## config.mk

```make
export PLATFORM = sky130hd
export DESIGN_NAME = hb_pulse_gen
export DESIGN_NICKNAME = d
export VERILOG_FILES = /design/src/rtl/hb_pkg.sv /design/src/rtl/hb_skip_gate.sv /design/src/rtl/hb_timing_latch.sv /design/src/rtl/hb_phase_seq.sv /design/src/rtl/hb_pulse_gen.sv
export SDC_FILE = /design/constraint.sdc
export NUM_CORES = 1
export LEC_CHECK = 0
export BUFFER_PORTS_ARGS = -buffer_cell sky130_fd_sc_hd__buf_4
export CAP_MARGIN = 40
export CORE_MARGIN = 4
export CORE_UTILIZATION = 40
export DETAILED_ROUTE_END_ITERATION = 6
export GPL_TIMING_DRIVEN = 0
export PLACE_DENSITY_LB_ADDON = 0.12
export SETUP_SLACK_MARGIN = 0.02
export SYNTH_ARGS = -nofsm -noshare
export SYNTH_HDL_FRONTEND = slang
export SYNTH_HIERARCHICAL = 1
export SYNTH_SLANG_ARGS = --single-unit
```

## constraint.sdc

```tcl
create_clock -name clk_i -period 2.9 [get_ports clk_i]
set_input_delay 0.145 -clock clk_i [delete_from_list [all_inputs] [get_ports clk_i]]
set_output_delay 0.145 -clock clk_i [all_outputs]
set_load 0.02 [all_outputs]
```

## src/rtl/hb_pkg.sv

```systemverilog
package hb_pkg;
  typedef enum logic [1:0] {
    PH_REST = 2'd0,
    PH_LS   = 2'd1,
    PH_HS   = 2'd2
  } hb_phase_e;
endpackage

```

## src/rtl/hb_skip_gate.sv

```systemverilog
module hb_skip_gate #(
  parameter int LVL_W = 8
) (
  input  logic             clk_i,
  input  logic             rst_ni,
  input  logic [LVL_W-1:0] lvl_i,
  input  logic [LVL_W-1:0] thr_lo_i,
  input  logic [LVL_W-1:0] thr_hi_i,
  output logic             skip_o
);
  logic skip_q, skip_d;
  logic below_w, above_w;

  assign below_w = (lvl_i < thr_lo_i);
  assign above_w = (lvl_i > thr_hi_i);

  always_comb begin
    skip_d = skip_q;
    if (below_w)      skip_d = 1'b1;
    else if (above_w) skip_d = 1'b0;
  end

  always_ff @(posedge clk_i or negedge rst_ni) begin
    if (!rst_ni) skip_q <= 1'b0;
    else         skip_q <= skip_d;
  end

  assign skip_o = skip_q;


  skip_enter_chk: assert property (@(posedge clk_i) disable iff (!rst_ni)
    (lvl_i < thr_lo_i) |=> skip_o);

  skip_leave_chk: assert property (@(posedge clk_i) disable iff (!rst_ni)
    (lvl_i > thr_hi_i && lvl_i >= thr_lo_i) |=> !skip_o);

  skip_hold_chk: assert property (@(posedge clk_i) disable iff (!rst_ni)
    (lvl_i >= thr_lo_i && lvl_i <= thr_hi_i) |=> $stable(skip_o));
endmodule

```

## src/rtl/hb_timing_latch.sv

```systemverilog
module hb_timing_latch #(
  parameter int HALF_W   = 12,
  parameter int DT_W     = 8,
  parameter int MIN_HALF = 167,
  parameter int DT_MIN   = 10,
  parameter int DT_MAX   = 200
) (
  input  logic              clk_i,
  input  logic              rst_ni,
  input  logic              load_i,
  input  logic [HALF_W-1:0] half_word_i,
  input  logic [DT_W-1:0]   dt_word_i,
  output logic [HALF_W-1:0] half_o,
  output logic [HALF_W-1:0] dt_o
);
  localparam logic [HALF_W-1:0] HalfFloor = HALF_W'(MIN_HALF);
  localparam logic [HALF_W-1:0] GuardLo   = HALF_W'(DT_MIN);
  localparam logic [HALF_W-1:0] GuardHi   = HALF_W'(DT_MAX);
  localparam logic [HALF_W-1:0] One       = HALF_W'(1);

  logic [HALF_W-1:0] half_q, dt_q;
  logic [HALF_W-1:0] half_eff, dt_ext, dt_bound, dt_eff;

  always_comb begin
    half_eff = (half_word_i < HalfFloor) ? HalfFloor : half_word_i;
    dt_ext   = HALF_W'(dt_word_i);
    if (dt_ext < GuardLo)      dt_bound = GuardLo;
    else if (dt_ext > GuardHi) dt_bound = GuardHi;
    else                       dt_bound = dt_ext;
    dt_eff = (dt_bound >= half_eff) ? (half_eff - One) : dt_bound;
  end

  always_ff @(posedge clk_i or negedge rst_ni) begin
    if (!rst_ni) begin
      half_q <= HalfFloor;
      dt_q   <= GuardLo;
    end else if (load_i) begin
      half_q <= half_eff;
      dt_q   <= dt_eff;
    end
  end

  assign half_o = half_q;
  assign dt_o   = dt_q;


  half_floor_chk: assert property (@(posedge clk_i) disable iff (!rst_ni)
    half_q >= HalfFloor);

  guard_window_chk: assert property (@(posedge clk_i) disable iff (!rst_ni)
    (dt_q <= GuardHi) && (dt_q < half_q));

  capture_only_chk: assert property (@(posedge clk_i) disable iff (!rst_ni)
    !load_i |=> ($stable(half_q) && $stable(dt_q)));
endmodule

```

## src/rtl/hb_phase_seq.sv

```systemverilog
module hb_phase_seq
  import hb_pkg::*;
#(
  parameter int HALF_W = 12
) (
  input  logic              clk_i,
  input  logic              rst_ni,
  input  logic              run_i,
  input  logic [HALF_W-1:0] half_i,
  input  logic [HALF_W-1:0] dt_i,
  output logic              load_o,
  output logic              ls_o,
  output logic              hs_o
);
  localparam logic [HALF_W-1:0] One = HALF_W'(1);

  hb_phase_e         phase_q, phase_d;
  logic [HALF_W-1:0] cnt_q, cnt_d;
  logic              last_w, step_en;

  assign last_w  = (cnt_q == (half_i - One));
  assign step_en = (phase_q != PH_REST) || run_i;

  always_comb begin
    phase_d = phase_q;
    cnt_d   = cnt_q + One;
    load_o  = 1'b0;
    unique case (phase_q)
      PH_REST: begin
        cnt_d = '0;
        if (run_i) begin
          phase_d = PH_LS;
          load_o  = 1'b1;
        end
      end
      PH_LS: begin
        if (last_w) begin
          cnt_d   = '0;
          phase_d = run_i ? PH_HS : PH_REST;
        end
      end
      PH_HS: begin
        if (last_w) begin
          cnt_d = '0;
          if (run_i) begin
            phase_d = PH_LS;
            load_o  = 1'b1;
          end else begin
            phase_d = PH_REST;
          end
        end
      end
      default: begin
        phase_d = PH_REST;
        cnt_d   = '0;
      end
    endcase
  end

  always_ff @(posedge clk_i or negedge rst_ni) begin
    if (!rst_ni) begin
      phase_q <= PH_REST;
      cnt_q   <= '0;
    end else if (step_en) begin
      phase_q <= phase_d;
      cnt_q   <= cnt_d;
    end
  end

  assign ls_o = (phase_q == PH_LS) && (cnt_q >= dt_i);
  assign hs_o = (phase_q == PH_HS) && (cnt_q >= dt_i);


  no_overlap_chk: assert property (@(posedge clk_i) disable iff (!rst_ni)
    !(ls_o && hs_o));

  half_intact_chk: assert property (@(posedge clk_i) disable iff (!rst_ni)
    (phase_q != PH_REST && !last_w) |=> (phase_q == $past(phase_q)));

  stop_at_edge_chk: assert property (@(posedge clk_i) disable iff (!rst_ni)
    (phase_q != PH_REST && last_w && !run_i) |=> (phase_q == PH_REST));

  restart_ls_chk: assert property (@(posedge clk_i) disable iff (!rst_ni)
    (phase_q == PH_REST && run_i) |=> (phase_q == PH_LS && cnt_q == '0));
endmodule

```

## src/rtl/hb_pulse_gen.sv

```systemverilog
module hb_pulse_gen #(
  parameter int HALF_W   = 12,
  parameter int DT_W     = 8,
  parameter int LVL_W    = 8,
  parameter int MIN_HALF = 167,
  parameter int DT_MIN   = 10,
  parameter int DT_MAX   = 200
) (
  input  logic              clk_i,
  input  logic              rst_ni,
  input  logic              en_i,
  input  logic [HALF_W-1:0] half_word_i,
  input  logic [DT_W-1:0]   dt_word_i,
  input  logic [LVL_W-1:0]  lvl_i,
  input  logic [LVL_W-1:0]  thr_lo_i,
  input  logic [LVL_W-1:0]  thr_hi_i,
  output logic              ls_on_o,
  output logic              hs_on_o
);
  logic [1:0]        rst_sync_q;
  logic              rst_n_int;
  logic              skip_w, run_w, load_w;
  logic [HALF_W-1:0] half_w, dt_w;

  always_ff @(posedge clk_i or negedge rst_ni) begin
    if (!rst_ni) rst_sync_q <= 2'b00;
    else         rst_sync_q <= {rst_sync_q[0], 1'b1};
  end
  assign rst_n_int = rst_sync_q[1];

  hb_skip_gate #(.LVL_W(LVL_W)) u_skip (
    .clk_i    (clk_i),
    .rst_ni   (rst_n_int),
    .lvl_i    (lvl_i),
    .thr_lo_i (thr_lo_i),
    .thr_hi_i (thr_hi_i),
    .skip_o   (skip_w)
  );

  assign run_w = en_i && !skip_w;

  hb_timing_latch #(
    .HALF_W   (HALF_W),
    .DT_W     (DT_W),
    .MIN_HALF (MIN_HALF),
    .DT_MIN   (DT_MIN),
    .DT_MAX   (DT_MAX)
  ) u_latch (
    .clk_i       (clk_i),
    .rst_ni      (rst_n_int),
    .load_i      (load_w),
    .half_word_i (half_word_i),
    .dt_word_i   (dt_word_i),
    .half_o      (half_w),
    .dt_o        (dt_w)
  );

  hb_phase_seq #(.HALF_W(HALF_W)) u_seq (
    .clk_i  (clk_i),
    .rst_ni (rst_n_int),
    .run_i  (run_w),
    .half_i (half_w),
    .dt_i   (dt_w),
    .load_o (load_w),
    .ls_o   (ls_on_o),
    .hs_o   (hs_on_o)
  );


  rest_in_reset_chk: assert property (@(posedge clk_i)
    !rst_n_int |-> (!ls_on_o && !hs_on_o));
endmodule

```

==> out/results.txt <==
RSZ-0062 raised after global routing - yes
Cells after DPL - 566
Die width - 101 microns
Final hold vios - 0
Number of port buffers - 48
Floorplan Core Area - 8340 sq um
Async S/R FF share, synth - 100%
Critical path peak fanout - 5
Kind of critical path - register to register
Post-synth top cells - ha_1, nand2_1, inv_1, dfrtp_1, nor2_1
Die Ht - 101 microns
Drt via density - 5.41
Yosys top cell area share - 24.6%
DIE AREA - 10200 sq um
Clk Tree Root Cell - clkbuf_8
Adder-Cell Fraction of Synth Area - 15.2%
TritonCTS clock tree - built
Delay-heaviest family, CP - simple AND/OR/NAND/NOR gates
Post-synth cell types - 64
Final Instance Area - 4360 sq um
Power Density - 600 nW/um^2
Clock buffer count from CTS - 5
Post-synthesis mux area share - 2.24%
P_leak - 2.10 nW
Placed wire-length estimate - 6.68 mm
Pin count of the biggest net entering global routing - 31
Metal1 wirelength - 4.07 mm
Slew HR - 64.9%
Clk sink count - 41
Total placed instance area - 3990 sq um
XOR/XNOR Fraction of Synth Area - 3.54%
Top FF cell, synth - dfrtp_1
Clk buf depth - 2
Initial Util - 41.5%
Fin. max-slew vios - 0
CP bufs+invs - 4
DRT Pass-1 Iters - 4
Final Critical Period - 2900 ps
Arrival time at the worst endpoint - 3070 ps
Row count - 33
Layout cell share with drive strength beyond 1 - 26.4%
Crit start category - register
Post-Layout Cell Count - 589
Mapped Avg Cell Area - 8.43 sq um
Count leader, synth - ha_1
DRC viols - 0
Post-DRT Antenna Nets - 0
Post-Syn Area - 3460 sq um
Worst hold path depth - 2
WL met3 - 347 microns
Post-Place Setup Slack - -636 ps
Syn Inst Count - 411
Endpoint type of the worst setup path - register
MaxCap Viol Count - 0
Initial antenna violation count - 0
Top layer used by detailed routing - met4
Compound-Gate Fraction of Synth Area - 19.5%
Yosys synthesis warning count - 6
Fraction of the cycle the final worst path needs - 99.8%
Hold WC Path Type - input port to register
Avg WL per Cell - 14.7 microns
Fillcell total - 815
Critical path required time - 3080 ps
GP Congestion - 0.833
Status - completed
Ant diodes - 0
Syn Nets - 500
Main combinational cell family by area after synthesis - simple AND/OR/NAND/NOR gates
Area Growth Syn to Fin - 25.8%
Vias in the first global route - 3160
Clk Latency, worst-skew pair - 300 ps
H-tree Lvls - 2
Drt first-iter violations - 132
Detail Route met2 WL - 4.19 mm
Post-synthesis sequential area ratio - 29.9%
Setup Skew - 17.7 ps
Final setup vio count - 0
Crit-path cells - buf_6 -> or3_4 -> o21ai_2 -> or3b_4 -> a311oi_4 -> and2_4 -> a21oi_4 -> nor2b_2 -> buf_6 -> inv_4 -> buf_8 -> a221o_1
First-pass GRT wire length - 15.0 mm
Post-Synth Simple-Gate Area - 23.7%
Drt total wl - 8.69 mm
CP max stage delay - 430 ps
Number of I/O pins - 49
Worst path depth - 12
Nets - 572
Via Count - 3184
Worst-margin pin slew - 526 ps
Slowest stage cell, crit path - dfrtp_2
Flops & latches, synth - 41
Worst Reg-to-Reg Cells - 12
Critical Path Most Common Cell - buf_6
Max IR drop VDD - 0.303 mV
Largest cells by area after synthesis - dfrtp_1, ha_1, dfstp_2, nand2_1, inv_1
Setup WS post-layout - 4.84 ps
Total grt overflow - 0
Tot GR Track Use - 18.1%
Setup_tns - 0 ps
Post-synth EDFFs - 0
Fmax - 345 MHz
Clock transition at the registers of the reported paths - 80 ps
Yosys top cell by area - dfrtp_1
-- where the power goes --
group | internal [mW] | switching (mW) | total, mW
Clock | 0.194 | 0.210 | 0.403
Sequential | 0.775 | 0.200 | 0.975
Combinational | 0.625 | 0.611 | 1.24
Total | 1.59 | 1.02 | 2.61
-- logic make-up (layout without fill, tap and decap cells) --
group | count (synthesis) | in the layout
AND/OR/NAND/NOR | 155 | 155
XOR/XNOR | 14 | 14
flip-flops | 41 | 41
buffers and inverters | 51 | 124
multiplexers | 7 | 7
adder cells (fa/ha/maj) | 42 | 42
other | 1 | 1
AO/OA/AOI/OAI | 100 | 100
-- metrics by stage --
step | total power, mW | hold WS (ps) | utilization (%)
after floorplan | 1.68 | -151 | -
after global placement | 1.95 | -72.0 | 47.5
after detailed placement | 1.98 | -71.8 | 47.9
after CTS | 2.58 | 87.6 | 51.7
after global routing | 2.84 | 105 | 52.3
final | 2.61 | 100 | 52.3
-- what timing repair did --
action	CTS	global route
endpoints found under the hold margin	2	0
setup buffers	14	0
pin swaps	4	8
setup endpoints to repair	27	24
gates resized for setup	29	16
gates cloned	1	0
hold buffers	1	0
-- per-layer routing --
layer	vias up	global-route usage (%)
li1	1614	-
met1	1505	24.1
met2	58	30.9
met3	7	2.49
met4	0	4.09
met5	-	0
-- sequential cells by signal, summed over array words and instances (netlist names) --
register / flops
rst_sync_q: 2
u_seq/phase_q: 2
u_skip/skip_o: 1
u_seq/cnt_q: 12
u_latch/half_o: 12
u_latch/dt_o: 12
-- worst paths after layout --
| kind | start | endpoint | slack [ps] |
|---|---|---|---|
| setup / recovery | u_latch/half_o[4] | u_latch/dt_o[4] | 5 |
| hold / removal | half_word_i[10] | u_latch/half_o[10] | 100 |
| setup reg to reg | u_latch/half_o[4] | u_latch/dt_o[4] | 5 |
| hold reg to reg | rst_sync_q[1] | u_seq/cnt_q[5] | 120 |
| max in group asynchronous | rst_sync_q[1] | u_latch/half_o[0] | 2250 |
| min in group asynchronous | rst_sync_q[1] | u_seq/cnt_q[5] | 120 |
-- layout make-up --
cell class | count | area (sq um) | area share, %
sequential | 41 | 1040 | 23.8
inverter | 38 | 145 | 3.33
buffer | 12 | 83.8 | 1.92
timing repair buffer | 66 | 528 | 12.1
multi-input combinational | 319 | 2340 | 53.6
tap | 105 | 131 | 3.01
clock inverter | 1 | 7.51 | 0.172
clock buffer | 7 | 86.3 | 1.98
-- cell usage in the layout (no fill, tap or decap), drive strengths merged, types with 4 or more instances in the layout --
| cell | n |
|---|---|
| buf | 66 |
| ha | 42 |
| nand2 | 40 |
| inv | 38 |
| nor2 | 34 |
| dfrtp | 34 |
| o21ai | 25 |
| a21oi | 22 |
| clkbuf | 18 |
| nand3 | 13 |
| nor2b | 13 |
| nor3 | 10 |
| a21o | 9 |
| xnor2 | 7 |
| dfstp | 7 |
| a211oi | 7 |
| xor2 | 7 |
| mux2 | 6 |
| a22o | 6 |
| and3 | 5 |
| nor3b | 5 |
| or4 | 5 |
| and2 | 5 |
| or3 | 5 |
| nand2b | 4 |
| nor4 | 4 |
(Power assumes the default switching activity.)
